$ cat config.mk
export PLATFORM = sky130hd
export DESIGN_NAME = usb_dev_irq_router
export DESIGN_NICKNAME = d
export VERILOG_FILES = /design/src/rtl/usb_dev_irq_router.sv
export SDC_FILE = /design/constraint.sdc
export NUM_CORES = 1
export LEC_CHECK = 0
export ABC_AREA = 0
export BUFFER_PORTS_ARGS = -buffer_cell sky130_fd_sc_hd__buf_2
export CORE_MARGIN = 5
export CORE_UTILIZATION = 40
export CTS_CLUSTER_SIZE = 30
export DETAILED_ROUTE_END_ITERATION = 6
export PLACE_DENSITY_LB_ADDON = 0.05
export SLEW_MARGIN = 20
export SYNTH_ARGS = -nofsm -noshare
export SYNTH_HDL_FRONTEND = slang
export SYNTH_SLANG_ARGS = --single-unit
$ cat constraint.sdc
create_clock -name clk -period 2.8 [get_ports clk]
set_input_delay 0.56 -clock clk [delete_from_list [all_inputs] [get_ports clk]]
set_output_delay 0.56 -clock clk [all_outputs]
set_load 0.01 [all_outputs]
$ cat src/rtl/usb_dev_irq_router.sv
module usb_dev_irq_router #(
  parameter int N_EP  = 16,
  parameter int LEN_W = 10
) (
  input  logic             clk,
  input  logic             rst_n,
  input  logic             frame_tick_i,
  input  logic             bus_reset_i,
  input  logic             suspend_chg_i,
  input  logic             connect_chg_i,
  input  logic             cmd_empty_i,
  input  logic             cmd_full_i,
  input  logic             rx_done_i,
  input  logic             tx_byte_i,
  input  logic [LEN_W-1:0] tx_len_i,
  input  logic [N_EP-1:0]  ep_int_i,
  input  logic [N_EP-1:0]  ep_pri_i,
  input  logic             reg_we,
  input  logic [1:0]       reg_sel,
  input  logic [7:0]       reg_wdata,
  output logic [7:0]       status_o,
  output logic             irq_o
);
  localparam logic [7:0] ST_RST = 8'h10;
  localparam logic [LEN_W-1:0] ONE = {{(LEN_W-1){1'b0}}, 1'b1};

  logic [7:0]       st_q, en_q;
  logic             glb_q;
  logic [LEN_W-1:0] tx_cnt_q;

  wire       wr_clr = reg_we && (reg_sel == 2'd0);
  wire       wr_set = reg_we && (reg_sel == 2'd1);
  wire       wr_en  = reg_we && (reg_sel == 2'd2);
  wire       wr_glb = reg_we && (reg_sel == 2'd3);
  wire [7:0] clr_mask = wr_clr ? reg_wdata : 8'h00;
  wire [7:0] set_mask = wr_set ? reg_wdata : 8'h00;

  wire tx_hit = tx_byte_i && (tx_len_i != '0) && (tx_cnt_q == tx_len_i - ONE);

  wire [7:0] hw_set = {tx_hit, rx_done_i, cmd_full_i, cmd_empty_i,
                       bus_reset_i | suspend_chg_i | connect_chg_i,
                       |(ep_int_i & ~ep_pri_i), |(ep_int_i & ep_pri_i),
                       frame_tick_i};

  always_ff @(posedge clk) begin
    if (!rst_n) begin
      st_q     <= ST_RST;
      en_q     <= 8'h00;
      glb_q    <= 1'b1;
      tx_cnt_q <= '0;
    end else begin
      st_q <= (st_q & ~clr_mask) | hw_set | set_mask;
      if (wr_en)  en_q  <= reg_wdata;
      if (wr_glb) glb_q <= reg_wdata[0];
      if (tx_hit)         tx_cnt_q <= '0;
      else if (tx_byte_i) tx_cnt_q <= tx_cnt_q + ONE;
    end
  end

  assign status_o = st_q;
  assign irq_o    = glb_q & |(st_q & en_q);


  sticky_chk: assert property (@(posedge clk) disable iff (!rst_n)
    1'b1 |=> ((($past(st_q) & ~$past(clr_mask)) & ~st_q) == 8'h00));


  set_beats_clr_chk: assert property (@(posedge clk) disable iff (!rst_n)
    (wr_clr && reg_wdata[0] && frame_tick_i) |=> st_q[0]);


  fast_route_chk: assert property (@(posedge clk) disable iff (!rst_n)
    ((ep_int_i & ep_pri_i) != '0) |=> st_q[1]);


  slow_route_chk: assert property (@(posedge clk) disable iff (!rst_n)
    ((ep_int_i & ~ep_pri_i) != '0) |=> st_q[2]);


  dev_stat_chk: assert property (@(posedge clk) disable iff (!rst_n)
    (bus_reset_i || suspend_chg_i || connect_chg_i) |=> st_q[3]);


  tx_zero_len_chk: assert property (@(posedge clk) disable iff (!rst_n)
    (tx_len_i == '0 && !st_q[7] && !wr_set) |=> !st_q[7]);


  glb_gate_chk: assert property (@(posedge clk) disable iff (!rst_n)
    (wr_glb && !reg_wdata[0]) |=> !irq_o);
endmodule

-- Yosys cells after proc, flatten, opt, wreduce, memory -nomap -nowiden
Cells that the tools add are included.
- register bits: 27
- bits of input ports: 63
- output and inout port bits: 9
- word-level logic and storage cells: 36
- $add $sub $neg: 2
- equality and inequality tests: 4
- multiplexer cells: 2
- bitwise gates (word level): 12
- reductions and logical operators: 12
- operators with widths (cell ; number):
    AND 16 bit ; 2
    OR reduction 16 bit ; 2
    AND 8 bit ; 2
    2-to-1 mux 8 bit ; 2
    NOT 16 bit ; 1
    OR 8 bit ; 2
    adder 10 x 1 -> 10 bit (second input constant) ; 1
    equality test 10 bit ; 1
    nonzero test 10 bit ; 1
    subtractor 10 x 1 -> 10 bit (second input constant) ; 1
    NOT 8 bit ; 1
    OR reduction 8 bit ; 1
    logical AND 1 bit ; 6
    equality test 2 bit (second input constant) ; 2
    equality test 2 x 1 -> 1 bit (second input constant) ; 1
    zero test 2 bit ; 1
    OR 1 bit ; 2
    OR reduction 2 bit ; 1
    AND 1 bit ; 1
    NOT 1 bit ; 1

-- Depth between registers and ports, before layout
Gate-level depths: netlist of run 1.
- word-level depth: 7
- gate-level depth with buffers: 8
- depth with buffers taken out: 7

-- Worst setup path after synthesis of run 1
Ideal clock, no wire load.
- path type: in2reg
- start point: input port tx_len_i[0]
- end point: register tx_cnt_q[0]
- setup time: 140 ps
- arrival: 2313 ps
- data required time: 2660 ps
- setup slack: 347 ps
- stages on the path: 8
- path buffers: 1
- cells stage by stage: inv_1 ha_1 or4b_4 or4b_1 nand4_1 o2111a_2 buf_6 a211oi_2
- word-level cells in the longest chain between the ends: 4
- elaborated cells on any way between the ends: 6
- those cells by class: add/sub: 1; eq/ne: 1; reduce/logical: 4
- ends and longest elaborated chain (element ; RTL line ; source):
    start, declared ; 15 ; input logic [LEN_W-1:0] tx_len_i,
    subtractor 10 x 1 -> 10 bit or nonzero test 10 bit (tied branches) ; 38 ; wire tx_hit = tx_byte_i && (tx_len_i != '0) && (tx_cnt_q == tx_len_i - ONE);
    equality test 10 bit or logical AND 1 bit (tied branches) ; 38 ;
    logical AND 1 bit (*) ; 38 ;
    OR reduction 2 bit (no source line) (*) ; -- ;
    end signal, assigned ; 56 ; else if (tx_byte_i) tx_cnt_q <= tx_cnt_q + ONE;
    end, declared ; 29 ; logic [LEN_W-1:0] tx_cnt_q;
Mark *: on every way between the ends. The rest lies on a longest branch, timed or not.
A chain may end at the register's enable or synchronous reset.

-- Final worst setup path of run 1
- start point: input port tx_len_i[0]
- end point: register st_q[7], in the netlist status_o[7]
- word-level cells in the longest chain between the ends: 5
- elaborated cells on any way between the ends: 7
- those cells by class: add/sub: 1; eq/ne: 1; bitwise: 2; reduce/logical: 3
- ends and longest elaborated chain (element ; RTL line ; source):
    subtractor 10 x 1 -> 10 bit or nonzero test 10 bit (tied branches) ; 38 ;
    equality test 10 bit or logical AND 1 bit (tied branches) ; 38 ;
    logical AND 1 bit (*) ; 38 ;
    OR 8 bit (*) (2 in a row) ; 52 ; st_q <= (st_q & ~clr_mask) | hw_set | set_mask;
    end signal, assigned ; 52 ;
    end, declared ; 27 ; logic [7:0] st_q, en_q;
Marks and branches as above.

==> results.py, run 1 <==
metrics = {
    "outcome": {
        "status": "completed",
    },
    "worst_hold_path": {
        "min_to": "status_o[4]$_SDFF_PN1_",
        "hp-class": "input port to register",
        "hold_start": "cmd_empty_i",
        "min_path_cells": 2,
    },
    "die": {
        "boundaryPins": 72,
        "fp.coreArea_um2": 4320,
        "initial_core_util_pct": 41.1,
        "fp-row-count": 24,
        "die_area_um2": 5870,
        "die_w_um": 76.6,
        "die_h_um": 76.6,
    },
    "routing": {
        "vias_per_cell": 5.34,
        "drt-initial-drc-count": 69,
        "antenna_left": 0,
        "avgRoutedWirePerCell_um": 13.6,
        "vias": 1788,
        "drt_first_pass_iters": 4,
        "wirelength_um": 4550,
        "drc": 0,
    },
    "placed_design": {
        "placed_cell_area_um2": 2210,
        "port_buffers": 71,
        "hpwl_um": 3750,
        "place.gp.congestion": 0.769,
    },
    "timing": {
        "final_hold_viol_count": 0,
        "setup_viol": 0,
        "fin_crit_ns": 2.40,
        "fin_crit_sh_pct": 85.7,
        "slew_viol_final": 0,
        "rsz0062_at_grt": "false",
        "fin_skew_ns": 0.00349,
        "slew_headroom_pct": 64.2,
        "setup_tns_ns": 0,
        "maxClockFrequency_ghz": 0.417,
        "worstMarginPinSlew_ns": 0.536,
    },
    "cts": {
        "root_buffer": "clkbuf_8",
        "cts_setup_buffers": 0,
        "clockBufferDepth": 2,
        "cts_hold_buf": 0,
        "clk_pin_slew_ns": 0.09,
        "cts_tree": "done",
        "post_cts_resize_count": 0,
        "cts_buffers": 3,
        "ctsHtreeMaxLevel": 1,
        "clk_latency_ns": 0.26,
        "clkSinkCount": 27,
    },
    "worst_setup_path": {
        "worstReg2RegEnd": "status_o[7]$_SDFF_PN0_",
        "rr_startpoint": "tx_cnt_q[4]$_SDFFE_PP0P_",
        "worstSetupEndpointType": "register",
        "r2r_cells": 5,
        "worst_setup_path_start_kind": "input port",
        "cpMaxStageDelayCell": "or4b_1",
        "required_ns": 3.02,
        "r2r_setup_slack_ns": 1.13,
        "crit_chain": "buf_2, inv_1, ha_1, or4b_4, or4b_1, nand4_1, o2111a_2, a31o_2",
        "cp_max_fo": 11,
        "crit_type": "input port to register",
        "cp.arrival_ns": 2.62,
        "critical_path.max_stage_delay_ns": 0.51,
    },
    "logic_synthesis": {
        "synth_nets": 275,
        "async_flop_share_pct": 0,
        "synth_compound_area_share_pct": 25.2,
        "synthFlopType": "dfxtp_1",
        "synth-edff-count": 0,
        "synthDominantAreaCellType": "dfxtp_1",
        "synthSimpleGateAreaFrac_pct": 20.3,
        "syn_area_per_cell_um2": 8.46,
        "synth-xor-area-share_pct": 9.86,
        "synth-seq-cells": 27,
        "yosysWarnings": 0,
        "syn_area_um2": 1780,
        "synthAdderAreaFrac_pct": 1.41,
        "yosysUniqueCellTypes": 45,
        "synthMuxAreaShare_pct": 6.20,
        "syn_inst": 210,
        "ys_seq_area_share_pct": 30.4,
        "synthTopCellsByArea": "dfxtp_1 30%, a211oi_2 7.0%, mux2i_1 6.2%, xor2_1 5.9%, inv_1 4.4%",
        "synth_top_family_by_area": "compound AO/OA/AOI/OAI gates",
        "synth_top_area_share_pct": 30.4,
    },
    "finish": {
        "drive_above_1_share_pct": 33.6,
        "final_cell_mix": "71 x buf_2, 27 x dfxtp_1, 21 x inv_1",
        "finalNetCount": 349,
        "fillers": 444,
        "diodes": 0,
        "syn_to_final_growth_pct": 26.8,
        "layout_commonest_cell": "buf_2",
        "finalInstanceArea_um2": 2250,
    },
    "power_and_ir_drop": {
        "max-vdd-ir-drop_mv": 0.185,
        "p_per_area_nw_per_um2": 357,
        "leakage_nw": 1.03,
        "finalPower_uw": 804,
    },
    "grt": {
        "grt_pass1_vias": 1788,
        "use_met3_pct": 3.31,
        "met1_usage_pct": 19.5,
        "overflow": 0,
        "antenna_found_initial": 0,
        "met2_usage_pct": 26.3,
        "top_usage_layer": "met2",
        "grt_max_degree": 21,
        "grt_usage_pct": 15.3,
        "grt_pass1_wl_um": 7700,
    },
    "job": {
        "cap_violations": 0,
    },
}
## cell usage after synthesis (3+ instances only)
master    number
a311oi_1       3
dfxtp_1       27
mux2i_1       11
a211oi_2      10
a21boi_0       3
a21oi_1        5
clkbuf_1       6
nand3_1       10
nor2_1        15
nor3_1         4
nor4_1         3
a22oi_1        8
o22ai_1        8
xor2_1        12
nand2_1       13
inv_1         21
nand4_1        6
xnor2_1        8
o211ai_1       3
## area by class of cell
| type | count | area (µm²) | area share, % |
|---|---|---|---|
| multi-input combinational | 154 | 1120 | 49.9 |
| sequential | 27 | 541 | 24.0 |
| timing repair buffer | 77 | 400 | 17.8 |
| inverter | 21 | 78.8 | 3.50 |
| tap | 52 | 65.1 | 2.89 |
| clock buffer | 4 | 45.0 | 2.00 |
## how the worst max path moves through the flow
| stage | start | to | slack [ns] | depth (start not counted) |
|---|---|---|---|---|
| global route | tx_len_i[0] | status_o[7]$_SDFF_PN0_ | 0.29 | 8 |
| detailed placement | tx_len_i[0] | status_o[7]$_SDFF_PN0_ | 0.09 | 8 |
| finish | tx_len_i[0] | status_o[7]$_SDFF_PN0_ | 0.40 | 8 |
| CTS | tx_len_i[0] | status_o[7]$_SDFF_PN0_ | 0.38 | 8 |
| floorplan | tx_len_i[0] | tx_cnt_q[0]$_SDFFE_PP0P_ | 0.35 | 8 |
| global placement | tx_len_i[0] | status_o[7]$_SDFF_PN0_ | 0.12 | 8 |
## sequential cells by signal, summed over array words and instances, names as in the netlist
name	count
status_o	8
glb_q	1
en_q	8
tx_cnt_q	10
## where the power goes
| part | switching (mW) | internal, mW | leakage (nW) |
|---|---|---|---|
| Clock | 0.111 | 0.102 | 0.0228 |
| Combinational | 0.0939 | 0.0880 | 0.789 |
| Sequential | 0.0115 | 0.398 | 0.221 |
| Total | 0.217 | 0.588 | 1.03 |
## cell families after synthesis
group / after synthesis
flip-flops: 27
multiplexers: 11
XOR/XNOR: 20
adder cells (fa/ha/maj): 2
AO/OA/AOI/OAI: 54
buffers and inverters: 29
AND/OR/NAND/NOR: 67
## per-layer routing
| metal | up-vias | routed length (µm) |
|---|---|---|
| li1 | 922 | - |
| met1 | 825 | 2020 |
| met2 | 39 | 2280 |
| met3 | 2 | 242 |
| met4 | 0 | 8 |
| met5 | - | 0 |
## through the flow
stage / hold WS, ns / worst slack, ns / utilization (%) / std cells
finish: 0.477 / 0.400 / 52.1 / 335
global route: 0.495 / 0.288 / 52.1 / 335
CTS: 0.475 / 0.383 / 52.1 / 335
detailed placement: 0.475 / 0.0893 / 51.1 / 331
global placement: 0.467 / 0.123 / 51.1 / 331
floorplan: 0.443 / 0.347 / - / 210
## worst max-delay path: cells and delay by family
kind	cells	cell delay (ns)
AOI/OAI and AO/OA	2	0.62
and+or+nand+nor	3	1.10
buffers and inverters	2	0.19
adders and majority gates	1	0.15
Power figures use the tool's default switching activity.
==> run 2: changes to the inputs <==
--- a/constraint.sdc
+++ b/constraint.sdc
@@ -3,2 +3,2 @@
 set_output_delay 0.56 -clock clk [all_outputs]
-set_load 0.01 [all_outputs]
+set_load 0.1 [all_outputs]
==> run 2 against run 1 <==
  * Largest power group unchanged
  * Final area up 0.50%
  * Register-to-register slack is essentially flat
  * Non-clock buffer count stayed put
  * Total power up 8.9%
  * Largest cell class unchanged
  * Utilization is 0.26 points higher
  * Critical path type unchanged
  * Combinational power grew 32%
  * Via count is 0.22% higher
==> results.py, run 2 (same netlist as run 1, synthesis figures left out) <==
metrics = {
    "timing": {
        "fin_crit_ns": 2.39,
        "slew_viol_final": 0,
        "fin_crit_sh_pct": 85.4,
        "fin_skew_ns": 0.00305,
        "final_hold_viol_count": 0,
        "slew_headroom_pct": 64.5,
        "worstMarginPinSlew_ns": 0.531,
        "setup_viol": 0,
        "maxClockFrequency_ghz": 0.418,
        "rsz0062_at_grt": "false",
        "setup_tns_ns": 0,
    },
    "cts": {
        "cts_tree": "done",
        "clk_pin_slew_ns": 0.10,
        "ctsHtreeMaxLevel": 1,
        "post_cts_resize_count": 0,
        "cts_setup_buffers": 0,
        "clk_latency_ns": 0.27,
        "clkSinkCount": 27,
        "root_buffer": "clkbuf_8",
        "clockBufferDepth": 2,
        "cts_hold_buf": 0,
        "cts_buffers": 3,
    },
    "grt": {
        "overflow": 0,
        "grt_usage_pct": 14.8,
        "antenna_found_initial": 0,
        "grt_pass1_wl_um": 7460,
        "grt_pass1_vias": 1700,
        "grt_max_degree": 17,
    },
    "die": {
        "initial_core_util_pct": 41.1,
        "die_area_um2": 5870,
        "boundaryPins": 72,
        "die_h_um": 76.6,
        "fp-row-count": 24,
        "die_w_um": 76.6,
        "fp.coreArea_um2": 4320,
    },
    "power_and_ir_drop": {
        "p_int_uw": 588,
        "p_per_area_nw_per_um2": 387,
        "max-vdd-ir-drop_mv": 0.232,
        "netSwitchingFraction_pct": 32.9,
        "leakage_nw": 1.03,
        "seqPwrFrac_pct": 46.7,
        "clkPwrFrac_pct": 25.9,
        "p_switching_uw": 289,
        "p_comb_share_pct": 27.3,
    },
    "placed_design": {
        "hpwl_um": 3730,
        "place.gp.congestion": 0.769,
        "port_buffers": 71,
    },
    "finish": {
        "top_register": "tx_cnt_q",
        "largest_reg_flops": 10,
        "final_cell_mix": "71 x buf_2, 27 x dfxtp_1, 21 x inv_1",
        "drive_above_1_share_pct": 34.3,
        "diodes": 0,
        "fillers": 437,
        "finalNetCount": 349,
        "fin_util_pct": 52.4,
        "syn_to_final_growth_pct": 27.5,
        "layout_commonest_cell": "buf_2",
    },
    "worst_setup_path": {
        "cp.arrival_ns": 2.62,
        "worst_setup_path_start_kind": "input port",
        "r2r_cells": 5,
        "required_ns": 3.03,
        "cp_max_fo": 11,
        "crit_type": "input port to register",
        "worstSetupEndpointType": "register",
    },
    "routing": {
        "routed.top_layer": "met4",
        "wirelength_um": 4520,
        "wl_met2_um": 2210,
        "wl_met3_um": 219,
        "wl_met1_um": 2080,
        "drt_first_pass_iters": 4,
        "drc": 0,
        "vias_per_cell": 5.35,
        "vias": 1792,
        "avgRoutedWirePerCell_um": 13.5,
        "drt-initial-drc-count": 42,
        "antenna_left": 0,
    },
    "worst_hold_path": {
        "hp-class": "input port to register",
        "min_path_cells": 2,
    },
    "outcome": {
        "status": "completed",
    },
    "job": {
        "cap_violations": 0,
    },
}
==> run 2: cell count changes in the layout (fill, tap and decap cells not counted), sizes merged <==
cell      previous run  this run
clkbuf               4         3
clkinvlp             0         1
==> run 2: critical path: stages <==
cell      delay [ns]
buf_2           0.13
inv_1           0.06
ha_1            0.15
or4b_4          0.49
or4b_1          0.51
nand4_1         0.10
o2111a_2        0.42
a31o_2          0.19
==> run 2: final timing paths <==
kind | to | startpoint | slack [ns]
min reg2reg | glb_q$_SDFFE_PN1P_ | glb_q$_SDFFE_PN1P_ | 0.49
max | status_o[7]$_SDFF_PN0_ | tx_len_i[0] | 0.41
max reg2reg | status_o[7]$_SDFF_PN0_ | tx_cnt_q[6]$_SDFFE_PP0P_ | 1.12
min | status_o[4]$_SDFF_PN1_ | cmd_empty_i | 0.47
==> run 2: through the flow <==
stage / instances / area, µm² / hold WS [ns] / power (mW) / setup slack (ns)
floorplan: 210 / 1780 / 0.443 / 0.569 / 0.0427
global placement: 331 / 2220 / 0.468 / 0.659 / 0.116
detailed placement: 331 / 2220 / 0.464 / 0.660 / 0.0991
CTS: 335 / 2260 / 0.472 / 0.883 / 0.398
global route: 335 / 2260 / 0.472 / 0.918 / 0.296
finish: 335 / 2260 / 0.470 / 0.876 / 0.409
==> run 2: area by class of cell <==
cell class	instances	area, µm²	area share, %
Inverter	21	78.8	3.48
Sequential cell	27	541	23.9
Multi-Input combinational cell	154	1130	49.9
Clock inverter	1	7.51	0.331
Tap cell	52	65.1	2.87
Timing Repair Buffer	77	400	17.7
Clock buffer	3	41.3	1.82
==> run 2: routing by layer <==
layer / vias to the layer above / GRT usage, %
met3: 2 / 2.72
met5: - / 0
met4: 0 / 2.10
met2: 41 / 26.1
met1: 829 / 18.9
li1: 920 / -
==> run 2: power groups by stage <==
stage	Combinational, mW	Clock, mW	Sequential [mW]
2_1_floorplan	0.104	0	0.464
3_3_place_gp	0.240	0	0.419
3_5_place_dp	0.241	0	0.419
4_1_cts	0.241	0.231	0.410
5_1_grt	0.260	0.245	0.412
6_report	0.240	0.227	0.410
==> run 3: changes to the inputs <==
BUFFER_PORTS_ARGS = -buffer_cell sky130_fd_sc_hd__clkbuf_2   (was -buffer_cell sky130_fd_sc_hd__buf_2)
CTS_BUF_LIST = sky130_fd_sc_hd__clkbuf_8   (was not set)
==> run 3 against run 2 <==
  * Maximum frequency decreased by 1.5%
  * Clock-buffer cell count unchanged
  * Clock power decreased by 8%
  * Critical path depth unchanged
  * Hold slack improved by 0.012 ns
  * Sequential cell count unchanged
  * Via count increased by 0.28%
  * Combinational power about the same
  * First-iteration DRC count increased by 86%
  * Register-to-register slack about the same
  * Utilization decreased by 0.087 points
  * Final area decreased by 0.17%
==> results.py, run 3 (same netlist as run 1, synthesis figures left out) <==
metrics = {
    "worst_setup_path": {
        "cp_max_fo": 11,
        "cp.arrival_ns": 2.56,
        "crit_type": "input port to register",
        "worst_setup_path_start_kind": "input port",
        "worstSetupEndpointType": "register",
        "required_ns": 2.93,
    },
    "grt": {
        "grt_pass1_vias": 1796,
        "grt_max_degree": 20,
        "grt_pass1_wl_um": 7580,
        "antenna_found_initial": 0,
        "overflow": 0,
        "grt_usage_pct": 15.0,
    },
    "power_and_ir_drop": {
        "max-vdd-ir-drop_mv": 0.198,
        "p_per_area_nw_per_um2": 380,
        "leakage_nw": 1.05,
    },
    "die": {
        "fp.coreArea_um2": 4320,
        "die_area_um2": 5870,
        "die_w_um": 76.6,
        "boundaryPins": 72,
        "die_h_um": 76.6,
        "fp-row-count": 24,
        "initial_core_util_pct": 41.1,
    },
    "routing": {
        "vias": 1797,
        "drt_first_pass_iters": 6,
        "drc": 0,
        "drt-initial-drc-count": 78,
        "antenna_left": 0,
        "avgRoutedWirePerCell_um": 13.3,
        "vias_per_cell": 5.36,
        "wirelength_um": 4460,
    },
    "cts": {
        "clk_latency_ns": 0.26,
        "clk_pin_slew_ns": 0.09,
        "clockBufferDepth": 2,
        "cts_hold_buf": 0,
        "cts_setup_buffers": 0,
        "cts_buffers": 3,
        "ctsHtreeMaxLevel": 1,
        "clkSinkCount": 27,
        "cts_tree": "done",
        "root_buffer": "clkbuf_8",
        "post_cts_resize_count": 0,
    },
    "job": {
        "cap_violations": 0,
    },
    "finish": {
        "final_cell_mix": "71 x clkbuf_2, 27 x dfxtp_1, 22 x inv_1",
        "largest_reg_flops": 10,
        "diodes": 0,
        "top_register": "tx_cnt_q",
        "finalNetCount": 349,
        "drive_above_1_share_pct": 33.9,
        "syn_to_final_growth_pct": 27.3,
        "fillers": 463,
        "fin_util_pct": 52.3,
        "layout_commonest_cell": "clkbuf_2",
    },
    "timing": {
        "whs_ns": 0.482,
        "maxClockFrequency_ghz": 0.412,
        "slew_viol_final": 0,
        "setup_tns_ns": 0,
        "setup_viol": 0,
        "rsz0062_at_grt": "false",
        "worstMarginPinSlew_ns": 0.643,
        "fin_crit_sh_pct": 86.7,
        "final_hold_viol_count": 0,
        "fin_skew_ns": 0.00320,
        "slew_headroom_pct": 57.1,
        "fin_crit_ns": 2.43,
    },
    "placed_design": {
        "place.gp.congestion": 0.779,
        "hpwl_um": 3660,
        "port_buffers": 71,
    },
    "outcome": {
        "status": "completed",
    },
    "worst_hold_path": {
        "hp-class": "input port to register",
    },
}
[run 3: cell types whose count changed in the layout (fill, tap and decap cells not counted)]
cell / delta
clkinvlp_4: -1
clkbuf_2: +71
buf_2: -71
inv_1: +1
[run 3: routing by layer]
layer  vias up  part of all wire [%]  track usage, %
li1        927                     -               -
met1       819                    45            17.8
met2        47                    49            27.2
met4         0                  0.36            2.62
met5         -                     0               0
met3         4                   4.7            3.66
[run 3: cell type report]
| cell class | count | area, µm² | area share [%] |
|---|---|---|---|
| clock buffers | 3 | 41.3 | 1.83 |
| clock inverters | 1 | 3.75 | 0.166 |
| inverters | 21 | 78.8 | 3.49 |
| multi-input cells | 154 | 1130 | 50.0 |
| flip-flops and latches | 27 | 541 | 23.9 |
| well taps | 52 | 65.1 | 2.88 |
| repair buffers | 77 | 400 | 17.7 |
[run 3: metrics by stage]
step | area, µm² | setup slack (ns) | power (mW) | instances
after global placement | 2220 | 0.103 | 0.659 | 331
after floorplan | 1780 | 0.0427 | 0.569 | 210
final | 2260 | 0.371 | 0.858 | 335
after global routing | 2260 | 0.302 | 0.912 | 335
after CTS | 2260 | 0.367 | 0.872 | 335
after detailed placement | 2220 | 0.0803 | 0.659 | 331
[run 3: worst max-delay path: stages]
cell      delay [ns]
clkbuf_2        0.13
inv_1           0.07
ha_1            0.15
or4b_4          0.50
or4b_1          0.51
nand4_1         0.11
o2111a_2        0.42
a211oi_2        0.11
[run 3: power breakdown]
group | internal (mW) | leakage (nW) | total [mW] | switching (mW)
combinational | 0.0881 | 0.803 | 0.239 | 0.151
clock | 0.0980 | 0.0269 | 0.209 | 0.111
sequential | 0.398 | 0.221 | 0.410 | 0.0117
[run 3: final timing paths]
path                                  from                  endpoint  slack, ns  depth (start not counted)
setup / recovery               tx_len_i[0]  tx_cnt_q[5]$_SDFFE_PP0P_       0.37                          8
hold / removal                 cmd_empty_i    status_o[4]$_SDFF_PN1_       0.48                          2
setup reg to reg  tx_cnt_q[6]$_SDFFE_PP0P_  tx_cnt_q[5]$_SDFFE_PP0P_       1.11                          5
hold reg to reg         glb_q$_SDFFE_PN1P_        glb_q$_SDFFE_PN1P_       0.49                          2
